[src/rtl/stripe_splitter.sv]
module stripe_splitter #(
  parameter int SECT_W       = 23,
  parameter int LEN_W        = 16,
  parameter int TGT_LOG2_MAX = 3,
  localparam int ADDR_W = SECT_W + 9,
  localparam int LBA_W  = ADDR_W - 12,
  localparam int TGT_W  = (TGT_LOG2_MAX > 0) ? TGT_LOG2_MAX : 1,
  localparam int NL_W   = (TGT_LOG2_MAX > 0) ? $clog2(TGT_LOG2_MAX + 1) : 1,
  localparam int SL_W   = $clog2(ADDR_W)
) (
  input  logic              clk,
  input  logic              rst_n,
  input  logic [ADDR_W-1:0] cfg_stripe_bytes,
  input  logic [NL_W-1:0]   cfg_tgt_log2,
  output logic              cfg_err,
  input  logic              req_valid,
  output logic              req_ready,
  input  logic [SECT_W-1:0] req_sector,
  input  logic [LEN_W-1:0]  req_nsect,
  input  logic              req_write,
  input  logic              req_discard,
  output logic              ck_valid,
  input  logic              ck_ready,
  output logic [TGT_W-1:0]  ck_target,
  output logic [LBA_W-1:0]  ck_lba,
  output logic [2:0]        ck_sub_off,
  output logic [2:0]        ck_sub_cnt,
  output logic [12:0]       ck_bytes,
  output logic              ck_write,
  output logic              ck_discard
);

  logic              busy;
  logic [ADDR_W-1:0] addr;
  logic [LEN_W-1:0]  rem;
  logic              wr_q, disc_q;

  logic [ADDR_W-1:0] lower, tmask, merged;
  logic [SL_W-1:0]   slog;
  logic [3:0]        room, csect;

  assign lower   = cfg_stripe_bytes - ADDR_W'(1);
  assign cfg_err = (cfg_stripe_bytes == '0) || ((cfg_stripe_bytes & lower) != '0);

  always_comb begin
    slog = '0;
    for (int i = 0; i < ADDR_W; i++)
      if (cfg_stripe_bytes[i]) slog = SL_W'(i);
  end

  assign tmask  = (ADDR_W'(1) << cfg_tgt_log2) - ADDR_W'(1);
  assign merged = ((addr >> cfg_tgt_log2) & ~lower) | (addr & lower);

  assign room  = disc_q ? 4'd8 : 4'd8 - {1'b0, addr[11:9]};
  assign csect = (rem < LEN_W'(room)) ? rem[3:0] : room;

  assign req_ready  = !busy && !cfg_err;
  assign ck_valid   = busy;
  assign ck_target  = TGT_W'((addr >> slog) & tmask);
  assign ck_lba     = merged[ADDR_W-1:12];
  assign ck_sub_off = disc_q ? 3'd0 : addr[11:9];
  assign ck_sub_cnt = disc_q ? 3'd0 : csect[2:0];
  assign ck_bytes   = disc_q ? 13'd4096 : {csect, 9'd0};
  assign ck_write   = wr_q && !disc_q;
  assign ck_discard = disc_q;

  always_ff @(posedge clk) begin
    if (!rst_n) begin
      busy   <= 1'b0;
      addr   <= '0;
      rem    <= '0;
      wr_q   <= 1'b0;
      disc_q <= 1'b0;
    end else if (req_valid && req_ready) begin
      busy   <= (req_nsect != '0);
      addr   <= {req_sector, 9'd0};
      rem    <= req_nsect;
      wr_q   <= req_write;
      disc_q <= req_discard;
    end else if (ck_valid && ck_ready) begin
      addr <= addr + ADDR_W'(ck_bytes);
      rem  <= (rem > LEN_W'(csect)) ? rem - LEN_W'(csect) : '0;
      if (rem <= LEN_W'(csect)) busy <= 1'b0;
    end
  end

  a_r2_err_blocks: assert property (@(posedge clk) disable iff (!rst_n)
    cfg_err |-> !req_ready);
  a_r9_no_accept_busy: assert property (@(posedge clk) disable iff (!rst_n)
    ck_valid |-> !req_ready);
  a_r9_hold: assert property (@(posedge clk) disable iff (!rst_n)
    (ck_valid && !ck_ready) |=> (ck_valid && $stable(ck_lba) && $stable(ck_target)
                                 && $stable(ck_bytes) && $stable(ck_sub_off)));
  a_r6_in_block: assert property (@(posedge clk) disable iff (!rst_n)
    (ck_valid && !ck_discard) |->
      ({1'b0, ck_sub_off} + ((ck_sub_cnt == 3'd0) ? 4'd8 : {1'b0, ck_sub_cnt})) <= 4'd8);
  a_r7_bytes_match: assert property (@(posedge clk) disable iff (!rst_n)
    (ck_valid && !ck_discard) |->
      ck_bytes == ((ck_sub_cnt == 3'd0) ? 13'd4096 : {1'b0, ck_sub_cnt, 9'd0}));
  a_r8_discard_whole: assert property (@(posedge clk) disable iff (!rst_n)
    (ck_valid && ck_discard) |-> (ck_sub_off == 3'd0 && ck_sub_cnt == 3'd0 && ck_bytes == 13'd4096));
  a_r11_kind_excl: assert property (@(posedge clk) disable iff (!rst_n)
    ck_valid |-> !(ck_write && ck_discard));

endmodule

[config.mk]
export PLATFORM = sky130hd
export DESIGN_NAME = stripe_splitter
export DESIGN_NICKNAME = d
export VERILOG_FILES = /design/src/rtl/stripe_splitter.sv
export SDC_FILE = /design/constraint.sdc
export NUM_CORES = 1
export LEC_CHECK = 0
export ABC_AREA = 1
export BUFFER_PORTS_ARGS = -buffer_cell sky130_fd_sc_hd__buf_2
export CAP_MARGIN = 25
export CORE_ASPECT_RATIO = 1.4
export CORE_MARGIN = 2
export CORE_UTILIZATION = 56
export CTS_BUF_LIST = sky130_fd_sc_hd__clkbuf_8 sky130_fd_sc_hd__clkbuf_16
export DETAILED_ROUTE_END_ITERATION = 8
export PLACE_DENSITY_LB_ADDON = 0.12
export SYNTH_ARGS = -nofsm -noshare
export SYNTH_HDL_FRONTEND = slang
export SYNTH_SLANG_ARGS = --single-unit
export TNS_END_PERCENT = 1
[constraint.sdc]
create_clock -name clk -period 5.5 [get_ports clk]
set_clock_uncertainty 0.05 [all_clocks]
set_input_delay 0.55 -clock clk [delete_from_list [all_inputs] [get_ports clk]]
set_output_delay 0.55 -clock clk [all_outputs]
set_load 0.05 [all_outputs]
==> impl_results.md <==
- Worst Max-Slew Pin Slew: 0.721 ns
- Worst Setup End Kind: primary output
- EDFF count, synth: 0
- Rows: 41
- Initial antenna violation count: 0
- RD Place Congestion: 0.981
- R2R cell count: 30
- Pin count of the biggest net entering global routing: 37
- First-pass iteration count of the detailed router: 5
- Critical Path Fanout Max: 4
- Worst hold path cell count: 2
- Avg Vias per Cell: 5.54
- CTS max path bufs: 2
- Clk pwr share: 35.7%
- MaxCap Viol Count: 0
- Post-synthesis cell count: 926
- Hold_sp: wr_q$_SDFFE_PN0P_
- Leading area contributor after synthesis: nand2_1
- Final hold viol count: 0
- Total grt overflow: 0
- Prevailing post-synth register cell: dfxtp_1
- Die footprint: 0.0101 sq mm
- Total routed wirelength: 15800 microns
- LEAKAGE: 0.00305 uW
- Worst-path clk slew: 0.06 ns
- Post-CTS Hold Fix Bufs: 0
- Outcome: complete, no violations
- Drt wl/cell: 13.9 microns
- Crit-path most repeated cell: nor2_1
- Sw Share: 33.6%
- Mean Syn Cell Area: 5.64 sq um
- Worst R2R Start: addr[10]$_SDFFE_PN0P_
- Async set-reset flop share out of synthesis: 0%
- Initial Util: 57.8%
- Final period util: 91.5%
- Top-Level Pins: 126
- Min-Delay Path Class: flip-flop to flip-flop
- Area contributors post-synth: nand2_1, dfxtp_1, inv_1, ha_1, nor2_1
- FMAX: 199 MHz
- Synth cell types: 46
- R2r setup slk: 0.55 ns
- FF-to-FF End: addr[31]$_SDFFE_PN0P_
- Die height: 118 microns
- First-pass GRT wire length: 25400 microns
- Worst Path Required: 4.90 ns
- Relative slew slack: 51.5%
- TritonCTS clock tree: built
- Worst hold margin: 0.405 ns
- Num CTS Buffers: 5
- Initial drt markers: 418
- # port buffers: 116
- Post-synthesis register bit count: 42
- Sequential fraction of the synthesis area: 16.1%
- H-tree depth: 2
- Worst path max stage delay: 0.39 ns
- Slowest cell on crit path: nor3_1
- Yosys warnings: 0
- Hold worst-path end: wr_q$_SDFFE_PN0P_
- Clock sink count: 42
- Pwr/cell area: 133 mW/mm^2
- Total track usage: 30.2%
- Antenna cells: 0
- Core box area: 0.00903 sq mm
- RSZ-0062 raised after global routing: false
- Root buffer cell: clkbuf_16
- Netlist Area Pre-Place: 0.00522 sq mm
- Area Growth Syn to Fin: 15.4%
- Vias in the first global route: 5738
- Fin Setup TNS: 0 ns
- VDD IR max: 0.000180 V
- Internal: 532 uW
- Critical Path, Cell by Cell: buf_2, nor2_1, inv_1, nor2_1, inv_1, nor2_1, inv_1, nor2_1, nand2_1, nor3_1, nand4_1, nand3b_1, ha_1, nor4_1, buf_4, o211ai_1, a21oi_1, nand3_1, a2111oi_2, nand4_1, nor2_1, buf_2
- Total power draw: 802 uW
- Top cell type's share of synthesized area: 19.0%
- Sw Pwr: 270 uW
- Critical Path AT: 4.43 ns
- Setup CP Type: input pin to primary output
- Final setup vio count: 0
- DR vias: 6298
- Share of cells above drive strength 1: 16.1%
- Clock latency on the worst-skew pair: 0.29 ns
- Worst setup SP type: input pin
- Final HPWL DP: 12500 microns
- Final #Nets: 1142
- Flop pwr share: 37.9%
- Final min period: 5.03 ns
- Remaining antenna violation count: 0
- Fin. max-slew vios: 0
- Logic pwr share: 26.4%
- # DRC: 0
- Chip width: 85.6 microns
## routing by layer
metal	vias to the layer above	track usage [%]	share of wire, %
met5	-	0	0
met4	0	11.6	2.3
met3	27	3.56	5.5
met2	222	55.4	53
met1	2815	34.8	39
li1	3234	-	-
## sequential cells by signal (all words and copies together) (netlist names)
signal	flops
ck_valid	1
rem	16
ck_discard	1
addr	23
wr_q	1
## metrics by stage
step           setup WS, ns  area [sq um]  utilization (%)  std cells
2_1_floorplan        0.0230          5260                -        934
5_1_grt              0.0599          6030             66.7       1136
6_report              0.465          6030             66.7       1136
3_5_place_dp          0.161          5810             64.4       1126
4_1_cts               0.137          5950             65.9       1133
3_3_place_gp          0.284          5810             64.4       1126
## power by group through the flow
stage	registers [uW]	logic [uW]	clock network (uW)
after floorplan	311	149	0
after global placement	311	209	0
after detailed placement	311	210	0
after CTS	304	211	289
after global routing	304	234	295
final	304	212	286
## repair_timing
item | 4_1_cts | 5_1_grt
gates resized for setup | 0 | 18
setup buffers | 0 | 3
setup endpoints to repair | 0 | 9
## worst max-delay path by stage
stage                               start               endpoint  slack (ns)  cells after the start
floorplan             cfg_stripe_bytes[0]  addr[26]$_SDFFE_PN0P_        0.02                     23
global placement    addr[10]$_SDFFE_PN0P_  addr[31]$_SDFFE_PN0P_        0.28                     29
detailed placement  addr[10]$_SDFFE_PN0P_  addr[31]$_SDFFE_PN0P_        0.16                     29
CTS                 addr[10]$_SDFFE_PN0P_  addr[31]$_SDFFE_PN0P_        0.14                     29
global route        addr[10]$_SDFFE_PN0P_  addr[31]$_SDFFE_PN0P_        0.06                     30
finish                cfg_stripe_bytes[0]              req_ready        0.47                     22
## kinds of logic after synthesis
logic type,share of synthesized area (%)
and+or+nand+nor,39.8
buffers and inverters,14.8
AOI/OAI and AO/OA,19.3
DFF,16.1
adders and majority gates,8.44
xor gates and xnor gates,1.51
other,0.0718
## cell usage in the layout, fill, tap and decap left out, drive strengths merged, types with 17 or more instances in the layout
cell type  synthesis  routed
ha                32      32
dfxtp             42      42
nand4             17      17
o21ai             77      77
nor2             103     103
nand3             72      72
buf               25     130
a21oi             33      33
nand2            268     268
inv              140     140
## critical path: cells and delay by family
kind | cells | cell delay (ns)
buf+inv | 6 | 0.84
simple gates | 12 | 2.36
fa+ha+maj | 1 | 0.18
compound gates | 3 | 0.51
## cell usage after synthesis, types with 2 or more instances
library cell	instances
clkinv_1	2
inv_2	2
dfxtp_1	42
buf_1	2
nand2_1	264
o311ai_0	6
xor2_1	8
nand4_1	17
o21ai_1	3
buf_4	14
clkbuf_1	17
nor4_1	13
nand2_2	3
a32o_1	2
fa_1	2
a22oi_1	2
a21o_1	2
a221oi_1	9
inv_1	138
o221ai_1	3
ha_1	32
a31oi_1	14
or2_2	5
nor3_1	5
a211oi_1	2
o21ai_0	73
buf_2	6
o211ai_1	13
nor2_1	102
nand3_1	72
nand3b_1	3
buf_6	3
a21oi_1	32
## cell type report
class,count,area (sq um)
Clock inverter,2,10.0
Tap cell,107,134
Fill cell,934,3000
Multi-Input combinational cell,708,3690
Timing Repair Buffer,130,686
Sequential cell,42,843
Inverter,142,533
Clock buffer,5,125
(Power assumes the default switching activity.)
